## config.mk

```make
export PLATFORM = sky130hd
export DESIGN_NAME = ctlreg_file
export DESIGN_NICKNAME = d
export VERILOG_FILES = /design/src/rtl/ctlreg_pkg.sv /design/src/rtl/ctlreg_cycle_ctr.sv /design/src/rtl/ctlreg_masked_merge.sv /design/src/rtl/ctlreg_seg_eff.sv /design/src/rtl/ctlreg_file.sv
export SDC_FILE = /design/constraint.sdc
export NUM_CORES = 2
export LEC_CHECK = 0
export ABC_AREA = 1
export BUFFER_PORTS_ARGS = -buffer_cell sky130_fd_sc_hd__clkbuf_2
export CAP_MARGIN = 20
export CELL_PAD_IN_SITES_DETAIL_PLACEMENT = 1
export CELL_PAD_IN_SITES_GLOBAL_PLACEMENT = 2
export CORE_ASPECT_RATIO = 0.75
export CORE_MARGIN = 2
export CORE_UTILIZATION = 41
export DETAILED_ROUTE_END_ITERATION = 10
export PLACE_DENSITY = 0.94
export SLEW_MARGIN = 10
export SYNTH_ARGS = -nofsm -noshare
export SYNTH_HDL_FRONTEND = slang
export SYNTH_SLANG_ARGS = --single-unit
```

## constraint.sdc

```tcl
create_clock -name clk -period 5.7 [get_ports clk]
set_input_delay 1.14 -clock clk [delete_from_list [all_inputs] [get_ports clk]]
set_output_delay 1.14 -clock clk [all_outputs]
set_load 0.02 [all_outputs]
```

## src/rtl/ctlreg_pkg.sv

```systemverilog
package ctlreg_pkg;
    // register index map
    localparam int IDX_CR0       = 0;
    localparam int IDX_CR2       = 1;
    localparam int IDX_CR3       = 2;
    localparam int IDX_CR4       = 3;
    localparam int IDX_CR8       = 4;
    localparam int IDX_EXTF      = 5;
    localparam int IDX_CSATTR    = 6;
    localparam int IDX_SSATTR    = 7;
    localparam int IDX_BASE0     = 8;
    localparam int IDX_EFF0      = 16;
    localparam int IDX_DBG0      = 24;
    localparam int IDX_DSTAT_AL  = 28;
    localparam int IDX_DCTL_AL   = 29;
    localparam int IDX_DSTAT     = 30;
    localparam int IDX_DCTL      = 31;
    localparam int IDX_TSTAMP    = 32;

    localparam int NSEG          = 8;
    localparam int NFLAT         = 4;
    localparam int NDBG          = 4;

    // bit positions
    localparam int B_CR0_ET      = 4;
    localparam int B_CR0_PG      = 31;
    localparam int B_CR4_PSE     = 4;
    localparam int B_CR4_PAE     = 5;
    localparam int B_CR4_PGE     = 7;
    localparam int B_EXT_LME     = 8;
    localparam int B_EXT_LMA     = 10;
    localparam int B_ATTR_L64    = 0;

    localparam logic [31:0] DSTAT_RST  = 32'hFFFF_0FF0;
    localparam logic [31:0] DCTL_RST   = 32'h0000_0400;
    localparam logic [31:0] DSTAT_WMSK = 32'h0000_E00F;
    localparam logic [31:0] DCTL_WMSK  = 32'hFFFF_20FF;
endpackage

```

## src/rtl/ctlreg_cycle_ctr.sv

```systemverilog
module ctlreg_cycle_ctr #(
    parameter int W = 64
) (
    input  logic         clk,
    input  logic         rst_n,
    output logic [W-1:0] count
);
    logic [W-1:0] cnt_d, cnt_q;

    always_comb begin
        cnt_d = cnt_q + W'(1);
    end

    always_ff @(posedge clk or negedge rst_n) begin
        if (!rst_n) cnt_q <= '0;
        else        cnt_q <= cnt_d;
    end

    assign count = cnt_q;
endmodule

```

## src/rtl/ctlreg_masked_merge.sv

```systemverilog
module ctlreg_masked_merge #(
    parameter int         W    = 64,
    parameter logic [31:0] MASK = 32'h0
) (
    input  logic [W-1:0] old_val,
    input  logic [W-1:0] new_val,
    output logic [W-1:0] merged
);
    localparam logic [W-1:0] WMASK = W'(MASK);

    always_comb begin
        merged = (old_val & ~WMASK) | (new_val & WMASK);
    end
endmodule

```

## src/rtl/ctlreg_seg_eff.sv

```systemverilog
module ctlreg_seg_eff #(
    parameter int XLEN         = 64,
    parameter bit FLAT_IN_LONG = 1'b1
) (
    input  logic [XLEN-1:0] eff_q,
    input  logic [XLEN-1:0] base_q,
    input  logic [XLEN-1:0] wr_data,
    input  logic            base_wr,
    input  logic            lm_toggle,
    input  logic            lm_new,
    input  logic            in_64,
    output logic [XLEN-1:0] eff_d
);
    generate
        if (FLAT_IN_LONG) begin : g_flat
            always_comb begin
                eff_d = eff_q;
                if (lm_toggle) begin
                    eff_d = lm_new ? '0 : base_q;
                end else if (base_wr && !in_64) begin
                    eff_d = wr_data;
                end
            end
        end else begin : g_fixed
            logic unused_in;
            assign unused_in = lm_toggle ^ lm_new ^ in_64 ^ (^base_q);
            always_comb begin
                eff_d = base_wr ? wr_data : eff_q;
            end
        end
    endgenerate
endmodule

```

## src/rtl/ctlreg_file.sv

```systemverilog
module ctlreg_file
    import ctlreg_pkg::*;
#(
    parameter int XLEN  = 64,
    parameter int IDX_W = 6
) (
    input  logic             clk,
    input  logic             rst_n,
    input  logic             wr_en,
    input  logic [IDX_W-1:0] wr_idx,
    input  logic [XLEN-1:0]  wr_data,
    input  logic [IDX_W-1:0] rd_idx,
    output logic [XLEN-1:0]  rd_data,
    output logic             tlb_flush_all,
    output logic             tlb_flush_nonglobal,
    output logic             mode_update
);
    typedef struct packed {
        logic [XLEN-1:0]            cr0;
        logic [XLEN-1:0]            cr2;
        logic [XLEN-1:0]            cr3;
        logic [XLEN-1:0]            cr4;
        logic [XLEN-1:0]            cr8;
        logic [XLEN-1:0]            extf;
        logic [XLEN-1:0]            cs_attr;
        logic [XLEN-1:0]            ss_attr;
        logic [NSEG-1:0][XLEN-1:0]  seg_base;
        logic [NSEG-1:0][XLEN-1:0]  seg_eff;
        logic [NDBG-1:0][XLEN-1:0]  dbg;
        logic [XLEN-1:0]            dstat;
        logic [XLEN-1:0]            dctl;
        logic [XLEN-1:0]            ts_off;
        logic                       flush_all;
        logic                       flush_ng;
        logic                       mode_upd;
    } ctl_state_t;

    ctl_state_t st_d, st_q;

    logic [XLEN-1:0]            cyc;
    logic [XLEN-1:0]            dstat_merged;
    logic [XLEN-1:0]            dctl_merged;
    logic [NSEG-1:0][XLEN-1:0]  seg_eff_nx;
    logic [NSEG-1:0]            base_hit;
    logic                       in_64;
    logic                       lm_toggle;

    // signals exposed to the bound checker
    logic [XLEN-1:0]            cr0_q;
    logic [XLEN-1:0]            extf_q;
    logic [XLEN-1:0]            dstat_q;
    logic [XLEN-1:0]            fs_base_q;
    logic [XLEN-1:0]            fs_eff_q;

    ctlreg_cycle_ctr #(.W(XLEN)) u_cyc (
        .clk   (clk),
        .rst_n (rst_n),
        .count (cyc)
    );

    ctlreg_masked_merge #(.W(XLEN), .MASK(DSTAT_WMSK)) u_dstat_merge (
        .old_val (st_q.dstat),
        .new_val (wr_data),
        .merged  (dstat_merged)
    );

    ctlreg_masked_merge #(.W(XLEN), .MASK(DCTL_WMSK)) u_dctl_merge (
        .old_val (st_q.dctl),
        .new_val (wr_data),
        .merged  (dctl_merged)
    );

    assign in_64     = st_q.extf[B_EXT_LMA] & st_q.cs_attr[B_ATTR_L64];
    assign lm_toggle = wr_en && (wr_idx == IDX_W'(IDX_CSATTR))
                       && (st_q.cs_attr[B_ATTR_L64] != wr_data[B_ATTR_L64]);

    genvar gs;
    generate
        for (gs = 0; gs < NSEG; gs++) begin : g_seg
            assign base_hit[gs] = wr_en && (wr_idx == IDX_W'(IDX_BASE0 + gs));
            ctlreg_seg_eff #(
                .XLEN         (XLEN),
                .FLAT_IN_LONG (gs < NFLAT)
            ) u_seg_eff (
                .eff_q     (st_q.seg_eff[gs]),
                .base_q    (st_q.seg_base[gs]),
                .wr_data   (wr_data),
                .base_wr   (base_hit[gs]),
                .lm_toggle (lm_toggle),
                .lm_new    (wr_data[B_ATTR_L64]),
                .in_64     (in_64),
                .eff_d     (seg_eff_nx[gs])
            );
        end
    endgenerate

    // next-state computation
    always_comb begin
        logic pg_flip;
        logic cr4_flip;
        st_d           = st_q;
        st_d.flush_all = 1'b0;
        st_d.flush_ng  = 1'b0;
        st_d.mode_upd  = 1'b0;
        st_d.seg_eff   = seg_eff_nx;
        pg_flip  = st_q.cr0[B_CR0_PG] ^ wr_data[B_CR0_PG];
        cr4_flip = (st_q.cr4[B_CR4_PSE] ^ wr_data[B_CR4_PSE])
                 | (st_q.cr4[B_CR4_PAE] ^ wr_data[B_CR4_PAE])
                 | (st_q.cr4[B_CR4_PGE] ^ wr_data[B_CR4_PGE]);
        if (wr_en) begin
            case (wr_idx)
                IDX_W'(IDX_CR0): begin
                    st_d.cr0           = wr_data;
                    st_d.cr0[B_CR0_ET] = 1'b1;
                    st_d.mode_upd      = 1'b1;
                    if (pg_flip) begin
                        st_d.flush_all = 1'b1;
                        if (st_q.extf[B_EXT_LME]) begin
                            st_d.extf[B_EXT_LMA] = wr_data[B_CR0_PG];
                        end
                    end
                end
                IDX_W'(IDX_CR2): st_d.cr2 = wr_data;
                IDX_W'(IDX_CR3): begin
                    st_d.cr3      = wr_data;
                    st_d.flush_ng = 1'b1;
                end
                IDX_W'(IDX_CR4): begin
                    st_d.cr4       = wr_data;
                    st_d.flush_all = cr4_flip;
                end
                IDX_W'(IDX_CR8): st_d.cr8 = wr_data;
                IDX_W'(IDX_EXTF): begin
                    st_d.extf            = wr_data;
                    st_d.extf[B_EXT_LMA] = st_q.extf[B_EXT_LMA];
                end
                IDX_W'(IDX_CSATTR): begin
                    st_d.cs_attr  = wr_data;
                    st_d.mode_upd = 1'b1;
                end
                IDX_W'(IDX_SSATTR): begin
                    st_d.ss_attr  = wr_data;
                    st_d.mode_upd = 1'b1;
                end
                IDX_W'(IDX_DSTAT_AL),
                IDX_W'(IDX_DSTAT):  st_d.dstat  = dstat_merged;
                IDX_W'(IDX_DCTL_AL),
                IDX_W'(IDX_DCTL):   st_d.dctl   = dctl_merged;
                IDX_W'(IDX_TSTAMP): st_d.ts_off = wr_data - cyc;
                default: ;
            endcase
            for (int s = 0; s < NSEG; s++) begin
                if (base_hit[s]) st_d.seg_base[s] = wr_data;
            end
            for (int k = 0; k < NDBG; k++) begin
                if (wr_idx == IDX_W'(IDX_DBG0 + k)) st_d.dbg[k] = wr_data;
            end
        end
    end

    always_ff @(posedge clk or negedge rst_n) begin
        if (!rst_n) begin
            st_q       <= '0;
            st_q.dstat <= XLEN'(DSTAT_RST);
            st_q.dctl  <= XLEN'(DCTL_RST);
        end else begin
            st_q <= st_d;
        end
    end

    // read port
    always_comb begin
        rd_data = '0;
        case (rd_idx)
            IDX_W'(IDX_CR0):     rd_data = st_q.cr0;
            IDX_W'(IDX_CR2):     rd_data = st_q.cr2;
            IDX_W'(IDX_CR3):     rd_data = st_q.cr3;
            IDX_W'(IDX_CR4):     rd_data = st_q.cr4;
            IDX_W'(IDX_CR8):     rd_data = st_q.cr8;
            IDX_W'(IDX_EXTF):    rd_data = st_q.extf;
            IDX_W'(IDX_CSATTR):  rd_data = st_q.cs_attr;
            IDX_W'(IDX_SSATTR):  rd_data = st_q.ss_attr;
            IDX_W'(IDX_DSTAT_AL),
            IDX_W'(IDX_DSTAT):   rd_data = st_q.dstat;
            IDX_W'(IDX_DCTL_AL),
            IDX_W'(IDX_DCTL):    rd_data = st_q.dctl;
            IDX_W'(IDX_TSTAMP):  rd_data = st_q.ts_off + cyc;
            default:             rd_data = '0;
        endcase
        for (int s = 0; s < NSEG; s++) begin
            if (rd_idx == IDX_W'(IDX_BASE0 + s)) rd_data = st_q.seg_base[s];
            if (rd_idx == IDX_W'(IDX_EFF0 + s))  rd_data = st_q.seg_eff[s];
        end
        for (int k = 0; k < NDBG; k++) begin
            if (rd_idx == IDX_W'(IDX_DBG0 + k)) rd_data = st_q.dbg[k];
        end
    end

    assign tlb_flush_all       = st_q.flush_all;
    assign tlb_flush_nonglobal = st_q.flush_ng;
    assign mode_update         = st_q.mode_upd;

    assign cr0_q     = st_q.cr0;
    assign extf_q    = st_q.extf;
    assign dstat_q   = st_q.dstat;
    assign fs_base_q = st_q.seg_base[NFLAT];
    assign fs_eff_q  = st_q.seg_eff[NFLAT];
endmodule

```

==> summary.md <==
| Metric | Value |
|---|---|
| Status | finished, final reports clean |
| Max-slew headroom | around 14% |
| Chip width | approximately 530 um |
| Port bufs | about 150 |
| R2R depth | 13 |
| RSZ-0062 raised after global routing | yes |
| Via density per instance | around 5.7 |
| Clock skew | 0.0419 ns |
| Worst Path Arrival | 4.47 ns |
| Clock Path Buffers | 4 |
| Routed WL | between 300000 and 400000 um |
| WL/cell | between 20 and 25 um |
| Metal-1 WL | 141000 um |
| Met3 WL | about 19000 um |
| Length of the first detailed-routing pass in iterations | 8 |
| Post-layout instance area | between 90000 and 100000 um2 |
| Hpwl dp | between 200000 and 250000 um |
| Via Count | 76632 |
| Met2 WL post-DR | about 150000 um |
| Fin crit share | around 100% |
| Fin util | approximately 47% |
| Maxcap violations | 0 |
| Core area | just over 200000 um2 |
| Least-Margin Pin Slew | 1.27 ns |
| Post-route minimum period | 5.61 ns |
| Rows | 143 |
| Clk pin slew, worst setup/hold paths | 0.07 ns |
| CP max stage delay | around 0.44 ns |
| Crit Path Class | reg -> out |
| Chip Height | between 300 and 400 um |
| Cts hold-fix bufs | 0 |
| Hold/Removal Path Class | in -> async |
| Flops & latches, synth | around 1700 |
| # IOs | around 150 |
| Syn avg cell area | 7.87 um2 |
| Fillers | roughly 24000 |
| Total Routing Usage GR | a little over 30% |
| Clock latency on the worst-skew pair | 0.86 ns |
| Ys Warns | 0 |
| Post-DP Area | ~90000 um2 |
| Vias in the first global route | approximately 80000 |
| H-tree levels | 4 |
| Largest net degree at the start of global routing | 150 |
| Final setup fails | 0 |
| Initial antenna violation count | 8 |
| Clock Sinks | 1699 |
| Placed cells | 13038 |
| Critical path fanouts, max | 5 |
| Static leakage | about 44 nW |
| Layout cells sized above 1 | roughly 11% |
| Final ANT Viol Nets | 0 |
| Initial Util | 41.4% |
| Reg area | ~43000 um2 |
| Distinct cells, synth | 64 |
| Area grow syn2layout | 14.3% |
| Most used DFF post-synth | dfrtp_1 |
| Crit. End Element | output pin |
| Critical path's most frequent cell | nand2_1 |
| TritonCTS clock tree | yes |
| Slowest cell on crit path | dfrtp_1 |
| Layout net count | around 11000 |
| Setup crit start kind | flop |
| Synthesized instance count | ~11000 |
| DRC Markers | 0 |
| Post-route insts no fill | between 10000 and 15000 |
| Post-Syn Area | about 84000 um2 |
| Sequential share of the synthesized area | around 50% |
| Post-synth EDFFs | 0 |
| Async set or reset register ratio after synthesis | between 90% and 100% |
| Peak supply drop | approximately 0.00023 V |
| Pwr Total | slightly above 0.03 W |
| Grt ovf | 0 |
| Multi-input logic area | between 30000 and 40000 um2 |
| Syn Nets | between 10000 and 15000 |
| Final hold violation count | 0 |
| CP required | about 4.6 ns |
| First-iteration detailed-routing DRC count | slightly below 7000 |
| Slew Limit Fails | 0 |
| CTS buffer count | 180 |
| PD cells | between 300 and 400 nW/um2 |
| DIE AREA | around 210000 um2 |
| First-pass GRT wire length | a little under 500000 um |
| Crit-path cells | ha_4 -> nand2_2 -> inv_1 -> a21oi_2 -> a21boi_4 -> nor2_1 -> o21bai_2 -> nand4_1 -> nand3_1 -> nand3_1 -> nand2_1 -> nand4_1 -> nor2_2 -> nand4_1 -> nand2_1 -> nand2_1 -> nand2_1 -> nand3_1 -> nand2_1 -> nand2_1 -> clkbuf_2 |
| CTS Root Cell | clkbuf_16 |
| Max layer used | met5 |
| Final Wtd Congestion | ~1 |
| Fmax | around 180 MHz |
==> final cells by class <==
cell class                      count  area share (%)
Sequential cell                  1699            44.3
Multi-Input combinational cell   7561            39.7
Clock buffer                      258            5.38
Tap cell                         2682            3.50
Timing Repair Buffer              358            3.34
Inverter                          760            2.98
Clock inverter                     60           0.786
Antenna cell                        7          0.0183
==> power by group <==
group / switching (W) / internal (W)
clock: 0.00522 / 0.00699
sequential: 0.00109 / 0.0139
combinational: 0.00250 / 0.00134
total: 0.00881 / 0.0222
==> through the flow <==
step | hold WS, ns | TNS (ns) | setup WS (ns)
global route | 0.221 | -0.823 | -0.0878
floorplan | 0.423 | 0 | 1.48
detailed placement | 0.459 | 0 | 0.0572
CTS | 0.200 | -0.0893 | -0.0389
finish | 0.225 | 0 | 0.0942
global placement | 0.446 | -0.00334 | -0.00334
==> synthesized netlist by cell type (27+ instances only) <==
master | instances | area [um2]
nand2_1 | 3267 | 12300
dfrtp_1 | 1699 | 42500
o21ai_0 | 1502 | 7520
nor2_1 | 764 | 2870
inv_1 | 743 | 2790
clkbuf_1 | 512 | 1920
a21oi_1 | 429 | 2150
a31oi_1 | 255 | 1600
nand3_1 | 255 | 1280
nand4_1 | 232 | 1450
or2_2 | 152 | 951
ha_1 | 127 | 1590
buf_2 | 107 | 536
xor2_1 | 86 | 753
nor3_1 | 82 | 410
o22ai_1 | 35 | 219
nor4_1 | 30 | 188
a221oi_1 | 27 | 236
==> timing repair <==
action,4_1_cts,5_1_grt
endpoints found under the setup margin,50,53
resized for setup,136,327
setup buffers,1,18
pin swaps,17,75
==> worst max-delay path: cells and delay by family (launching register included) <==
family                     cells  cell delay, ns
adders and majority gates      1            0.27
DFF                            1            0.44
buffers and inverters          2            0.22
and+or+nand+nor               15            1.82
AOI/OAI and AO/OA              3            0.84
==> routing by layer <==
layer  GRT usage [%]  up-vias
met3            4.17      602
li1                -    34826
met5               0        -
met2            49.0     2179
met1            41.7    39021
met4            11.3        4
==> registers in the layout, summed over array words and instances, names as in the netlist <==
name / flops
dstat_q: 7
u_cyc.count: 64
tlb_flush_nonglobal: 1
tlb_flush_all: 1
mode_update: 1
cr0_q: 64
extf_q: 64
fs_base_q: 64
st_q: 1433
==> cell families (layout without fill, tap and decap cells) <==
group / Yosys count / in the layout / share of synthesized area, %
adders and majority gates: 129 / 129 / 1.94
and+or+nand+nor: 4861 / 4861 / 23.9
buffers and inverters: 1406 / 1436 / 6.48
AOI/OAI and AO/OA: 2462 / 2462 / 15.9
muxes: 2 / 2 / 0.0253
other: 0 / 7 / 0
DFF: 1699 / 1699 / 50.6
xor gates and xnor gates: 107 / 107 / 1.12
==> final timing paths <==
path / from / slack (ns) / end
max: u_cyc.count[22] / 0.09 / rd_data[48]
min: rst_n / 0.23 / st_q[1358]
max reg2reg: u_cyc.count[30] / 1.54 / st_q[60]
min reg2reg: st_q[1445] / 0.48 / st_q[1445]
max in group asynchronous: rst_n / 3.84 / st_q[1706]
min in group clk: st_q[1445] / 0.48 / st_q[1445]
==> placed cells by master (no fill, tap or decap), types with 41 or more instances in the layout <==
master	Yosys	routed
buf_4	4	153
nor2_2	16	52
dfrtp_1	1699	1687
buf_12	0	61
a21oi_1	429	381
nand2_2	5	59
o21ai_0	1502	1478
nand3_2	6	45
or2_2	152	152
inv_1	743	731
nand4_1	232	232
nor3_1	82	62
nand2_1	3267	3174
a31oi_1	255	255
xor2_1	86	86
clkbuf_16	0	182
nor2_1	764	697
ha_4	0	41
ha_1	127	77
clkbuf_1	512	44
a21oi_2	4	47
nand3_1	255	206
clkbuf_2	0	132
No activity file was read; power rests on OpenSTA's default activity.
